===== src/rtl/sck_baud_gen.sv =====
module sck_baud_gen #(
  parameter int DIV_W   = 2,
  parameter int BRG_W   = 6,
  parameter int RATIO_W = 16,
  parameter int BRG_MIN = 4
) (
  input  logic               clk,
  input  logic               rst_n,
  input  logic               en,
  input  logic               cpol,
  input  logic [DIV_W-1:0]   div_in,
  input  logic [BRG_W-1:0]   brg_in,
  input  logic               run,
  output logic               sck,
  output logic               lead_stb,
  output logic               trail_stb,
  input  logic [RATIO_W-1:0] ratio_in,
  output logic [DIV_W-1:0]   ratio_div,
  output logic [BRG_W-1:0]   ratio_brg
);
  localparam int MAX_DIV = (1 << DIV_W) - 1;
  localparam int PRE_W   = 1 << DIV_W;
  localparam int BRG_MAX = (1 << BRG_W) - 1;

  logic [DIV_W-1:0] cfg_div;
  logic [BRG_W-1:0] cfg_brg;
  logic             cfg_cpol;
  logic [PRE_W-1:0] pre_cnt, pre_max;
  logic [BRG_W-1:0] half_cnt;
  logic             active, phase, tick, half_done;

  always_ff @(posedge clk) begin
    if (!rst_n) begin
      cfg_div  <= '0;
      cfg_brg  <= BRG_W'(BRG_MIN);
      cfg_cpol <= 1'b0;
    end else if (!en) begin
      cfg_div  <= div_in;
      cfg_brg  <= (brg_in < BRG_W'(BRG_MIN)) ? BRG_W'(BRG_MIN) : brg_in;
      cfg_cpol <= cpol;
    end
  end

  assign pre_max   = {PRE_W{1'b1}} >> (DIV_W'(MAX_DIV) - cfg_div);
  assign tick      = active && (pre_cnt == pre_max);
  assign half_done = tick && (half_cnt == cfg_brg);
  assign sck       = cfg_cpol ^ phase;

  always_ff @(posedge clk) begin
    if (!rst_n || !en) begin
      active    <= 1'b0;
      phase     <= 1'b0;
      pre_cnt   <= '0;
      half_cnt  <= '0;
      lead_stb  <= 1'b0;
      trail_stb <= 1'b0;
    end else begin
      lead_stb  <= 1'b0;
      trail_stb <= 1'b0;
      if (!active) begin
        active   <= run;
        pre_cnt  <= '0;
        half_cnt <= '0;
      end else begin
        pre_cnt <= tick ? '0 : pre_cnt + 1'b1;
        if (tick) half_cnt <= half_done ? '0 : half_cnt + 1'b1;
        if (half_done) begin
          phase <= ~phase;
          if (!phase) lead_stb <= 1'b1;
          else begin
            trail_stb <= 1'b1;
            if (!run) active <= 1'b0;
          end
        end
      end
    end
  end

  always_comb begin
    logic [RATIO_W-1:0] b;
    logic found;
    found     = 1'b0;
    ratio_div = DIV_W'(MAX_DIV);
    ratio_brg = BRG_W'(BRG_MAX);
    for (int d = 0; d <= MAX_DIV; d++) begin
      b = ratio_in >> (2 + d);
      if (!found) begin
        if (d == 0 && b < RATIO_W'(BRG_MIN + 1)) begin
          found     = 1'b1;
          ratio_div = '0;
          ratio_brg = BRG_W'(BRG_MIN);
        end else if (b <= RATIO_W'(BRG_MAX + 1)) begin
          found     = 1'b1;
          ratio_div = DIV_W'(d);
          ratio_brg = BRG_W'(b - 1'b1);
        end
      end
    end
  end

  logic last_lead;
  always_ff @(posedge clk) begin
    if (!rst_n || !en) last_lead <= 1'b0;
    else if (lead_stb) last_lead <= 1'b1;
    else if (trail_stb) last_lead <= 1'b0;
  end

  assert_strobe_exclusive_R7: assert property (@(posedge clk) disable iff (!rst_n)
    !(lead_stb && trail_stb));
  assert_lead_alternates_R7: assert property (@(posedge clk) disable iff (!rst_n)
    lead_stb |-> !last_lead);
  assert_trail_alternates_R7: assert property (@(posedge clk) disable iff (!rst_n)
    trail_stb |-> last_lead);
  assert_lead_one_cycle_R7: assert property (@(posedge clk) disable iff (!rst_n)
    lead_stb |=> !lead_stb);
  assert_sck_moves_on_strobe_R7: assert property (@(posedge clk) disable iff (!rst_n)
    ($past(en) && !$stable(sck)) |-> (lead_stb || trail_stb));
  assert_idle_level_R6: assert property (@(posedge clk) disable iff (!rst_n)
    !active |-> (sck == cfg_cpol));
  assert_cfg_frozen_R4: assert property (@(posedge clk) disable iff (!rst_n)
    $past(en) |-> ($stable(cfg_div) && $stable(cfg_brg) && $stable(cfg_cpol)));
  assert_brg_floor_R3: assert property (@(posedge clk) disable iff (!rst_n)
    cfg_brg >= BRG_W'(BRG_MIN));
  assert_helper_range_R10: assert property (@(posedge clk) disable iff (!rst_n)
    ratio_brg >= BRG_W'(BRG_MIN));
endmodule


===== config.mk =====
export PLATFORM = sky130hd
export DESIGN_NAME = sck_baud_gen
export DESIGN_NICKNAME = d
export VERILOG_FILES = /design/src/rtl/sck_baud_gen.sv
export SDC_FILE = /design/constraint.sdc
export NUM_CORES = 1
export LEC_CHECK = 0
export ABC_AREA = 1
export BUFFER_PORTS_ARGS = -buffer_cell sky130_fd_sc_hd__buf_2
export CORE_ASPECT_RATIO = 1.1
export CORE_MARGIN = 1
export CORE_UTILIZATION = 25
export DETAILED_ROUTE_END_ITERATION = 7
export MAX_ROUTING_LAYER = met4
export PLACE_DENSITY = 0.41
export SLEW_MARGIN = 20
export SYNTH_ARGS = -nofsm -noshare
export SYNTH_HDL_FRONTEND = slang
export SYNTH_SLANG_ARGS = --single-unit

===== constraint.sdc =====
create_clock -name clk -period 1.8 [get_ports clk]
set_clock_uncertainty 0.1 [all_clocks]
set_input_delay 0.36 -clock clk [delete_from_list [all_inputs] [get_ports clk]]
set_output_delay 0.36 -clock clk [all_outputs]
set_load 0.1 [all_outputs]

Yosys cells after proc, flatten, opt, wreduce, memory -nomap -nowiden
Index checks and enable logic that the tools add are counted.
{"block": "totals", "output_inout_bits": 11, "register_bits": 23, "in_bits": 29, "word_cells": 68}
{"block": "classes", "magnitude_cmp": 6, "shift": 1, "n_eq_ne": 2, "addsub": 7, "reduce_logical": 9, "bitwise": 4, "n_mux": 30}
{"op": "two-way mux 6 bit", "count": 10}
{"op": "subtractor 6 x 1 -> 6 bit (second input constant)", "count": 4}
{"op": "two-way mux 2 bit", "count": 8}
{"op": "<= comparator 14 x 7 -> 1 bit (second input constant)", "count": 1}
{"op": "< comparator 14 x 3 -> 1 bit (second input constant)", "count": 1}
{"op": "<= comparator 13 x 7 -> 1 bit (second input constant)", "count": 1}
{"op": "<= comparator 12 x 7 -> 1 bit (second input constant)", "count": 1}
{"op": "two-way mux 1 bit", "count": 12}
{"op": "<= comparator 11 x 7 -> 1 bit (second input constant)", "count": 1}
{"op": "adder 6 x 1 -> 6 bit (second input constant)", "count": 1}
{"op": "== test 6 bit", "count": 1}
{"op": "< comparator 6 x 3 -> 1 bit (second input constant)", "count": 1}
{"op": "OR reduction 3 bit", "count": 2}
{"op": "adder 4 x 1 -> 4 bit (second input constant)", "count": 1}
{"op": "== test 4 bit", "count": 1}
{"op": "right shift 4 x 2 -> 4 bit (first input constant)", "count": 1}
{"op": "inverter 1 bit", "count": 3}
{"op": "logical AND 1 bit", "count": 2}
{"op": "zero test 1 bit", "count": 2}
{"op": "AND reduction 2 bit", "count": 1}
{"op": "OR reduction 2 bit", "count": 1}
{"op": "subtractor 2 bit (first input constant)", "count": 1}
{"op": "logical OR 1 bit", "count": 1}
{"op": "XOR 1 bit", "count": 1}

Logic depth before layout (Yosys ltp)
Gate-level depths: netlist (run 1).
{"block": "depth", "depth_word": 9, "ltp_mapped": 14, "ltp_nobuf": 14}

Worst setup path before layout (run 1)
Ideal clock, no wire load.
{"block": "synth_timing", "path_type": "input port to output port", "startpoint": "input ratio_in[5]", "endpoint": "output ratio_brg[5]", "path_slack_ns": -1.651, "t_arrival_ns": 2.991, "cell_stages": 12, "path_buffers": 0, "required_time_ns": 1.340, "path_cell_list": "inv_1 -> ha_1 -> nand2_1 -> inv_1 -> nand2_2 -> nand2_2 -> nand2_4 -> inv_6 -> nor2_8 -> nand2_1 -> nand2_1 -> a21oi_1"}
{"block": "synth_via", "elab_chain_len": 9, "elab_cells_between_ends": 23, "classes_between": "4 x add/sub; 5 x order compare; 14 x mux"}
{"element": "from (decl)", "line": "17", "source": "input logic [RATIO_W-1:0] ratio_in,"}
{"element": "<= comparator 14 x 7 -> 1 bit / subtractor 6 x 1 -> 6 bit (equally long branches)", "line": "92, 95"}
{"element": "two-way mux 6 bit", "line": "92", "source": "end else if (b <= RATIO_W'(BRG_MAX + 1)) begin"}
{"element": "two-way mux 6 bit", "line": "88", "source": "if (d == 0 && b < RATIO_W'(BRG_MIN + 1)) begin"}
{"element": "two-way mux 6 bit", "line": "92"}
{"element": "two-way mux 6 bit", "line": "87", "source": "if (!found) begin"}
{"element": "two-way mux 6 bit", "line": "92"}
{"element": "two-way mux 6 bit", "line": "87"}
{"element": "two-way mux 6 bit", "line": "92"}
{"element": "two-way mux 6 bit (*)", "line": "87"}
{"element": "to (decl)", "line": "19", "source": "output logic [BRG_W-1:0] ratio_brg"}
Every way passes the cells marked *; elsewhere a longest branch is shown, timed or not.

Worst setup path in the final report (run 1)
{"block": "layout_timing", "startpoint": "input ratio_in[5]", "endpoint": "output ratio_brg[4]"}
Same word-level chain as after synthesis.

==> results.yml, run 1 <==
synth:
  netlist_area_sq_um: 1870
  synth_cell_types: 29
  synth_seq_cells: 23
  seq_area_frac_synth_pct: 24.6
  syn_avg_cell_area_sq_um: 6.29
  synthCells: 298
  yosysWarningCount: 0
  syn-num-nets: 337
place:
  place_inst: 451
  place.gp.congestion: 0.806
  port_buffers: 37
  hpwlAfterDp_microns: 4370
grt:
  overflow: 0
  track_usage_pct: 15.2
  antenna_found_initial: 0
  use_met1_pct: 17.5
  grt_max_degree: 14
  gr-usage-met2_pct: 28.5
  busiest_layer: "met2"
  grt_first_pass_wirelength_microns: 9440
  met3_usage_pct: 1.07
  grt_pass1_vias: 2041
clock_network:
  clockBufferDepth: 2
  cts_root_buf: "clkbuf_8"
  h-tree-depth: 1
  cts.clk_slew.worst_paths_ps: 90
  clock-sinks: 23
  cts_buffers: 3
  insertion_delay_ps: 270
  cts_tree: "done"
  ctsHoldBuffers: 0
setup_path:
  end_kind: "output pin"
  critPathMaxFanout: 6
  arrival_ps: 1830
  worstSetupPathType: "in -> out"
  worst_setup_path_start_kind: "input port"
  worstPathRequired_ps: 1340
pwr:
  comb_power_share_pct: 28.2
  leakage_nw: 1.36
  intPower_mw: 0.821
  clkPwrFrac_pct: 27.6
  p_sw_share_pct: 31.6
  power_frac_seq_pct: 44.2
  ir_drop_mv: 0.384
  powerDensity_nw_per_um2: 420
  switching_power_mw: 0.380
run:
  cap_violations: 0
final_layout:
  final_cells: 459
  utilization_pct: 40.2
  num_antenna_cells: 0
  fin_nets: 414
  drive_gt1_share_pct: 36.1
  area_growth_pct: 52.8
die:
  initial_core_util_pct: 26.3
  die_width_microns: 84.5
  core-area_sq_um: 7130
  die_h_microns: 92.8
  rows: 32
  io_pins: 40
  die_area_sq_um: 7840
detailed_routing:
  wl_per_cell_microns: 11.6
  drcViolationCount: 7
  dr_total_vias: 2061
  dr.pass1.iters: 6
  avgViaCountPerCell: 4.49
  drt_iter0_markers: 94
  ant_nets: 0
  drt-total-wl_microns: 5330
timing:
  min_period_ps: 2290
  max_slew_margin_pct: 66.8
  setup_ws_ps: -490
  fmax_mhz: 437
  hold_viol_final: 0
  worst_pin_slew_ps: 496
  min_period_over_period_pct: 127
  maxSlewViolCount: 0
  rsz0062_at_grt: "yes"
  setup_viol: 8
status:
  outcome: "complete, but fails checks"
  violations: "DRC, setup timing"
hold_path:
  hold_class: "in -> reg"
-- layer usage --
metal  part of all wire, %  vias up  routed length [microns]
li1                      -     1092                        -
met1                    44      923                     2360
met2                    52       40                     2760
met5                     0        -                        0
met3                   2.8        6                      148
met4                   1.1        0                       57
-- cell families after synthesis --
family          synth area share (%)
buf+inv                         10.5
compound gates                  9.95
xor+xnor                        7.95
fa+ha+maj                       6.68
flops                           24.6
simple gates                    40.3
-- cell usage after synthesis --
| library cell | n | area share (%) |
|---|---|---|
| nor2_1 | 37 | 7.4 |
| nor4_1 | 1 | 0.33 |
| inv_6 | 1 | 0.47 |
| nor2_2 | 4 | 1.3 |
| a21oi_2 | 2 | 0.94 |
| nor2_4 | 2 | 1.2 |
| nand3_1 | 25 | 6.7 |
| inv_1 | 47 | 9.4 |
| o22ai_1 | 1 | 0.33 |
| xor2_1 | 15 | 7.0 |
| inv_2 | 3 | 0.60 |
| nand3_2 | 1 | 0.53 |
| nand2_4 | 3 | 1.8 |
| nand4_2 | 1 | 0.67 |
| a22o_1 | 2 | 0.94 |
| nor2_8 | 1 | 1.1 |
| ha_1 | 10 | 6.7 |
| nand2_2 | 5 | 1.7 |
| nand2_1 | 80 | 16 |
| a21oi_1 | 8 | 2.1 |
| a32oi_1 | 1 | 0.47 |
| o211ai_1 | 1 | 0.40 |
| o21ai_0 | 14 | 3.7 |
| dfxtp_1 | 23 | 25 |
| o21ai_2 | 1 | 0.47 |
| o21ai_1 | 2 | 0.53 |
| nor3_1 | 1 | 0.27 |
| xnor2_1 | 2 | 0.94 |
| nand4_1 | 4 | 1.3 |
-- registers in the layout, indices dropped and copies added (netlist names) --
name / cells
cfg_brg: 6
half_cnt: 6
pre_cnt: 4
cfg_div: 2
active: 1
cfg_cpol: 1
lead_stb: 1
phase: 1
trail_stb: 1
-- layout by cell type, fill, tap and decap left out, drive strengths merged --
cell type  synthesis  layout
xnor2              2       2
a21oi             10      10
clkinv             0       1
buf                0      72
xor2              15      15
dfxtp             23      23
nand4              5       5
a22o               2       2
nand3             26      26
clkinvlp           0       1
clkbuf             0       3
nor3               1       1
nor4               1       1
nor2              44      44
inv               51      50
o22ai              1       1
a32oi              1       1
o211ai             1       1
ha                10      10
o21ai             17      17
nand2             88      88
-- critical path, stage by stage --
cell	delay, ps
buf_8	100
clkinvlp_4	140
buf_4	150
ha_1	140
nand2_1	80
nand3_2	110
buf_4	130
nand2_1	50
nand2_1	70
nand3_2	110
a21oi_4	190
buf_12	190
-- power groups by stage --
stage / Clock, mW / Sequential, mW / Combinational, mW
global route: 0.362 / 0.533 / 0.372
detailed placement: 0 / 0.543 / 0.313
finish: 0.332 / 0.531 / 0.339
global placement: 0 / 0.543 / 0.316
floorplan: 0 / 0.541 / 0.179
CTS: 0.340 / 0.531 / 0.333
-- path summary, 6_finish.rpt --
kind / from / to / slack [ps] / depth (start not counted)
setup / recovery: ratio_in[5] / ratio_brg[4] / -490 / 12
hold / removal: run / active / 180 / 3
setup reg to reg: half_cnt[0] / active / 200 / 9
hold reg to reg: pre_cnt[0] / pre_cnt[0] / 380 / 1
-- cell type report --
| type | instances | area [sq um] |
|---|---|---|
| clock inverter | 1 | 5.00 |
| multi-input combinational | 224 | 1440 |
| clock buffer | 3 | 41.3 |
| tap | 85 | 106 |
| sequential | 23 | 460 |
| inverter | 51 | 208 |
| timing repair buffer | 72 | 602 |
| fill | 742 | 4270 |
-- metrics by stage --
stage | total power, mW | setup WS [ps] | TNS, ps | hold slack, ps | area, sq um
after floorplan | 0.720 | -576 | -3030 | 327 | 2030
after global placement | 0.859 | -627 | -4170 | 350 | 2680
after detailed placement | 0.856 | -619 | -3980 | 360 | 2680
after CTS | 1.20 | -513 | -3470 | 175 | 2830
after global routing | 1.27 | -568 | -3860 | 182 | 2860
final | 1.20 | -490 | -3180 | 180 | 2860
-- timing repair --
action / in CTS / in global routing
resized for setup: 21 / 13
pin swaps: 11 / 8
buffers inserted: 5 / 1
setup endpoints to repair: 8 / 8
Power figures use the tool's default switching activity.
==> run 2: changes to the inputs <==
CORE_UTILIZATION = 49   (was 25)
PLACE_DENSITY = 0.76   (was 0.41)
SLEW_MARGIN = 5   (was 20)
==> results.yml, run 2 (synthesis results as in run 1) <==
setup_path:
  r2r_end: "half_cnt[3]"
  slowest_stage: "ha_4"
  r2r_cells: 7
  worst_setup_path_start_kind: "input port"
  worstPathRequired_ps: 1340
  worstSetupPathType: "in -> out"
  crit_chain: "buf_8, clkinvlp_4, ha_4, nand2_4, buf_4, nor2_1, nor2_1, nand2_1, nand4_1, a21oi_4, buf_12"
  r2r_start: "pre_cnt[1]"
  r2r_setup_slack_ps: 220
  arrival_ps: 1870
  critPathMaxFanout: 6
  crit_path_frequent_cell: "nor2_1"
  crit_path_max_incr_delay_ps: 200
  end_kind: "output pin"
pwr:
  p_sw_share_pct: 31.9
  switching_power_mw: 0.390
  ir_drop_mv: 0.269
  powerDensity_nw_per_um2: 423
  comb_power_share_pct: 29.4
  power_mw: 1.22
  power_frac_seq_pct: 43.5
  leakage_nw: 1.37
  intPower_mw: 0.832
  clkPwrFrac_pct: 27.0
timing:
  finalSetupTns_ps: -3440
  hold_viol_final: 0
  setup_viol: 8
  min_period_ps: 2330
  setup_ws_ps: -530
  worst_pin_slew_ps: 483
  max_slew_margin_pct: 68.0
  maxSlewViolCount: 0
  min_period_over_period_pct: 129
  holdWs_ps: 181
  fmax_mhz: 429
  rsz0062_at_grt: "yes"
final_layout:
  fin_nets: 417
  final_cell_mix: "nand2_1 (64), inv_1 (41), nor2_1 (34), buf_4 (34), buf_2 (27)"
  drive_gt1_share_pct: 39.0
  area_growth_pct: 54.4
  top_regs: "cfg_brg x6, half_cnt x6, pre_cnt x4"
  utilization_pct: 79.1
  num_antenna_cells: 0
  final_cells: 427
  stdcell_area_sq_um: 2890
  mostFrequentLayoutCell: "nand2_1"
clock_network:
  clock-sinks: 23
  cts_buffers: 3
  cts_tree: "done"
  insertion_delay_ps: 270
  ctsHoldBuffers: 0
  h-tree-depth: 1
  clockBufferDepth: 2
  cts.clk_slew.worst_paths_ps: 90
  cts_root_buf: "clkbuf_8"
place:
  hpwlAfterDp_microns: 4100
  post-place-ws_ps: -554
  postPlaceCellArea_sq_um: 2610
  place_inst: 414
  port_buffers: 37
  place.gp.congestion: 0.965
detailed_routing:
  wl_per_cell_microns: 13.0
  drt-total-wl_microns: 5550
  ant_nets: 0
  dr.pass1.iters: 4
  avgViaCountPerCell: 5.10
  drt_iter0_markers: 191
  dr_total_vias: 2176
  drcViolationCount: 0
status:
  outcome: "complete, but fails checks"
  violations: "setup timing"
hold_path:
  hp-start: "div_in[0]"
  holdPathStages: 3
  hold_path_end: "cfg_div[0]"
  hold_class: "in -> reg"
die:
  initial_core_util_pct: 51.2
  die_area_sq_um: 4070
  die_h_microns: 66.8
  rows: 23
  io_pins: 40
  die_width_microns: 61.0
  core-area_sq_um: 3650
grt:
  overflow: 0
  grt_max_degree: 15
  track_usage_pct: 29.6
  antenna_found_initial: 0
  grt_pass1_vias: 2140
  grt_first_pass_wirelength_microns: 8780
run:
  cap_violations: 0
-- run 2: power by group through the flow --
stage / logic (mW) / registers (mW) / clock network, mW
2_1_floorplan: 0.179 / 0.541 / 0
3_3_place_gp: 0.305 / 0.543 / 0
3_5_place_dp: 0.308 / 0.543 / 0
4_1_cts: 0.331 / 0.532 / 0.329
5_1_grt: 0.389 / 0.534 / 0.358
6_report: 0.360 / 0.532 / 0.331
-- run 2: critical path: cells and delay by family --
kind / cells / cell delay, ps
buf+inv: 4 / 570
simple gates: 5 / 550
fa+ha+maj: 1 / 200
compound gates: 1 / 190
-- run 2: layout make-up --
cell class | count | area, sq um
clock buffers | 3 | 41.3
clock inverters | 1 | 7.51
fillers | 268 | 763
inverters | 51 | 208
multi-input cells | 224 | 1490
flip-flops and latches | 23 | 460
well taps | 50 | 62.6
repair buffers | 75 | 618
-- run 2: worst max-delay path by stage --
| stage | from | endpoint |
|---|---|---|
| 3_5_place_dp | ratio_in[5] | ratio_brg[2] |
| 4_1_cts | ratio_in[5] | ratio_brg[2] |
| 2_1_floorplan | ratio_in[5] | ratio_brg[5] |
| 3_3_place_gp | ratio_in[5] | ratio_brg[1] |
| 5_1_grt | ratio_in[5] | ratio_brg[5] |
| 6_report | ratio_in[5] | ratio_brg[5] |
-- run 2: routing by layer --
layer	share of wire [%]	GRT usage, %
met1	39	29.8
met4	4.4	16.5
met5	0	-
met3	3.2	2.33
met2	54	54.9
-- run 2: what timing repair did --
item,in CTS,in global routing
endpoints found under the setup margin,8,15
gates resized for setup,23,24
setup buffers,3,7
pin swaps,13,18
hold endpoints to repair,0,0
==> run 3: changes to the inputs <==
--- a/config.mk
+++ b/config.mk
@@ -9,3 +9,4 @@
 export BUFFER_PORTS_ARGS = -buffer_cell sky130_fd_sc_hd__buf_2
-export CORE_ASPECT_RATIO = 1.1
+export CAP_MARGIN = 5
+export CORE_ASPECT_RATIO = 0.5
 export CORE_MARGIN = 1
==> constraint.sdc (replaced) <==
create_clock -name clk -period 1.8 [get_ports clk]
set_clock_uncertainty 0.1 [all_clocks]
set_input_delay 0.09 -clock clk [delete_from_list [all_inputs] [get_ports clk]]
set_output_delay 0.09 -clock clk [all_outputs]
set_load 0.1 [all_outputs]
==> results.yml, run 3 (synthesis results as in run 1) <==
setup_path:
  endpoint: "ratio_brg[0]"
  cp_top_family: "buffers and inverters"
  crit_path_max_incr_delay_ps: 210
  slowest_stage: "ha_4"
  worstSetupPathType: "in -> out"
  crit_chain: "buf_2, inv_1, ha_4, nand2_4, inv_2, nand2_2, nand2_4, nand2_8, buf_4, o21ai_0, nand2_1, nand3_1, nand2_2, buf_12"
  end_kind: "output pin"
  worst_setup_path_start_kind: "input port"
  r2r_end: "half_cnt[2]"
  crit_cells: 14
  critPathLaunch: "ratio_in[6]"
  worstPathRequired_ps: 1610
  critPathBufInv: 5
  r2r_cells: 7
  r2r_setup_slack_ps: 190
  arrival_ps: 1590
  r2r_start: "half_cnt[0]"
  critPathMaxFanout: 6
timing:
  setup_viol: 0
  holdWs_ps: 0.297
  fmax_mhz: 561
  worst_pin_slew_ps: 479
  rsz0062_at_grt: "yes"
  hold_viol_final: 0
  max_slew_margin_pct: 68.0
  min_period_ps: 1780
  min_period_over_period_pct: 99.0
  maxSlewViolCount: 0
  setup_ws_ps: 18.9
grt:
  grt_first_pass_wirelength_microns: 7340
  grt_pass1_vias: 1865
  antenna_found_initial: 0
  grt_max_degree: 14
  overflow: 0
  track_usage_pct: 24.2
die:
  rows: 15
  die_width_microns: 89.4
  initial_core_util_pct: 52.8
  core-area_sq_um: 3550
  die_area_sq_um: 4090
  die_h_microns: 45.7
  io_pins: 40
pwr:
  powerDensity_nw_per_um2: 441
  power_mw: 1.14
  leakage_nw: 1.23
  ir_drop_mv: 0.235
detailed_routing:
  avgViaCountPerCell: 4.94
  drt-total-wl_microns: 4590
  wl_per_cell_microns: 11.3
  dr.pass1.iters: 5
  ant_nets: 0
  drcViolationCount: 0
  drt_iter0_markers: 48
  dr_total_vias: 2015
final_layout:
  area_growth_pct: 38.4
  seqCellArea_sq_um: 460
  fillers: 286
  top_regs: "cfg_brg x6, half_cnt x6, pre_cnt x4"
  multiInputGateArea_sq_um: 1360
  drive_gt1_share_pct: 28.0
  fin_nets: 397
  stdcell_area_sq_um: 2590
  utilization_pct: 73.1
  mostFrequentLayoutCell: "nand2_1"
  num_antenna_cells: 0
  final_cell_mix: "nand2_1 (74), inv_1 (43), nor2_1 (36)"
place:
  postPlaceCellArea_sq_um: 2410
  place.gp.congestion: 0.851
  port_buffers: 37
  post-place-ws_ps: 41.5
  hpwlAfterDp_microns: 3640
status:
  outcome: "complete, no violations"
clock_network:
  cts_tree: "done"
  cts.clk_slew.worst_paths_ps: 80
  cts_root_buf: "clkbuf_8"
  cts_buffers: 3
  clockBufferDepth: 2
  insertion_delay_ps: 260
  clock-sinks: 23
  h-tree-depth: 1
hold_path:
  hold_class: "in -> reg"
run:
  cap_violations: 0
## run 3: stage by stage
step | TNS [ps] | cells
2_1_floorplan | -122 | 298
3_3_place_gp | 0 | 394
3_5_place_dp | 0 | 394
4_1_cts | 0 | 405
5_1_grt | -74.1 | 408
6_report | 0 | 408
## run 3: how the worst min path moves through the flow
stage,startpoint,end,slack (ps),cells after the start
2_1_floorplan,run,active,100,2
3_3_place_gp,div_in[0],cfg_div[0],200,3
3_5_place_dp,run,active,200,3
4_1_cts,brg_in[4],cfg_brg[4],3,3
5_1_grt,brg_in[4],cfg_brg[4],20,3
6_report,brg_in[4],cfg_brg[4],0.3,3
## run 3: routing by layer
metal / up-vias / wire [microns] / part of all wire (%) / GRT usage [%]
met1: 914 / 2000 / 43 / 24.9
li1: 1051 / - / - / -
met4: 0 / 73 / 1.6 / 4.76
met2: 42 / 2390 / 52 / 50.4
met5: - / 0 / 0 / -
met3: 8 / 133 / 2.9 / 2.90
## run 3: power breakdown
part | switching [mW] | total, mW | internal [mW]
Sequential | 0.00918 | 0.531 | 0.522
Clock | 0.160 | 0.314 | 0.154
Combinational | 0.178 | 0.298 | 0.119
Total | 0.348 | 1.14 | 0.796
## run 3: layout make-up
type,count,area share (%)
multi-input combinational,224,52.3
clock buffer,3,1.59
tap,51,2.46
timing repair buffer,55,17.9
sequential,23,17.8
clock inverter,1,0.193
inverter,51,7.82
## run 3: timing repair
action | in CTS | in global routing
endpoints found under the setup margin | 0 | 5
setup buffers | 0 | 3
endpoints found under the hold margin | 7 | 0
gates resized for setup | 0 | 15
hold buffers | 7 | 0
## run 3: worst reg2reg max path, cell delays in order, from the launching register on
cell and delay (ps):
dfxtp_1 450, inv_2 80, nand2_1 70, nand2_1 50, a21oi_1 140, nand3_1 200, o21ai_1 330, nor2_1 90
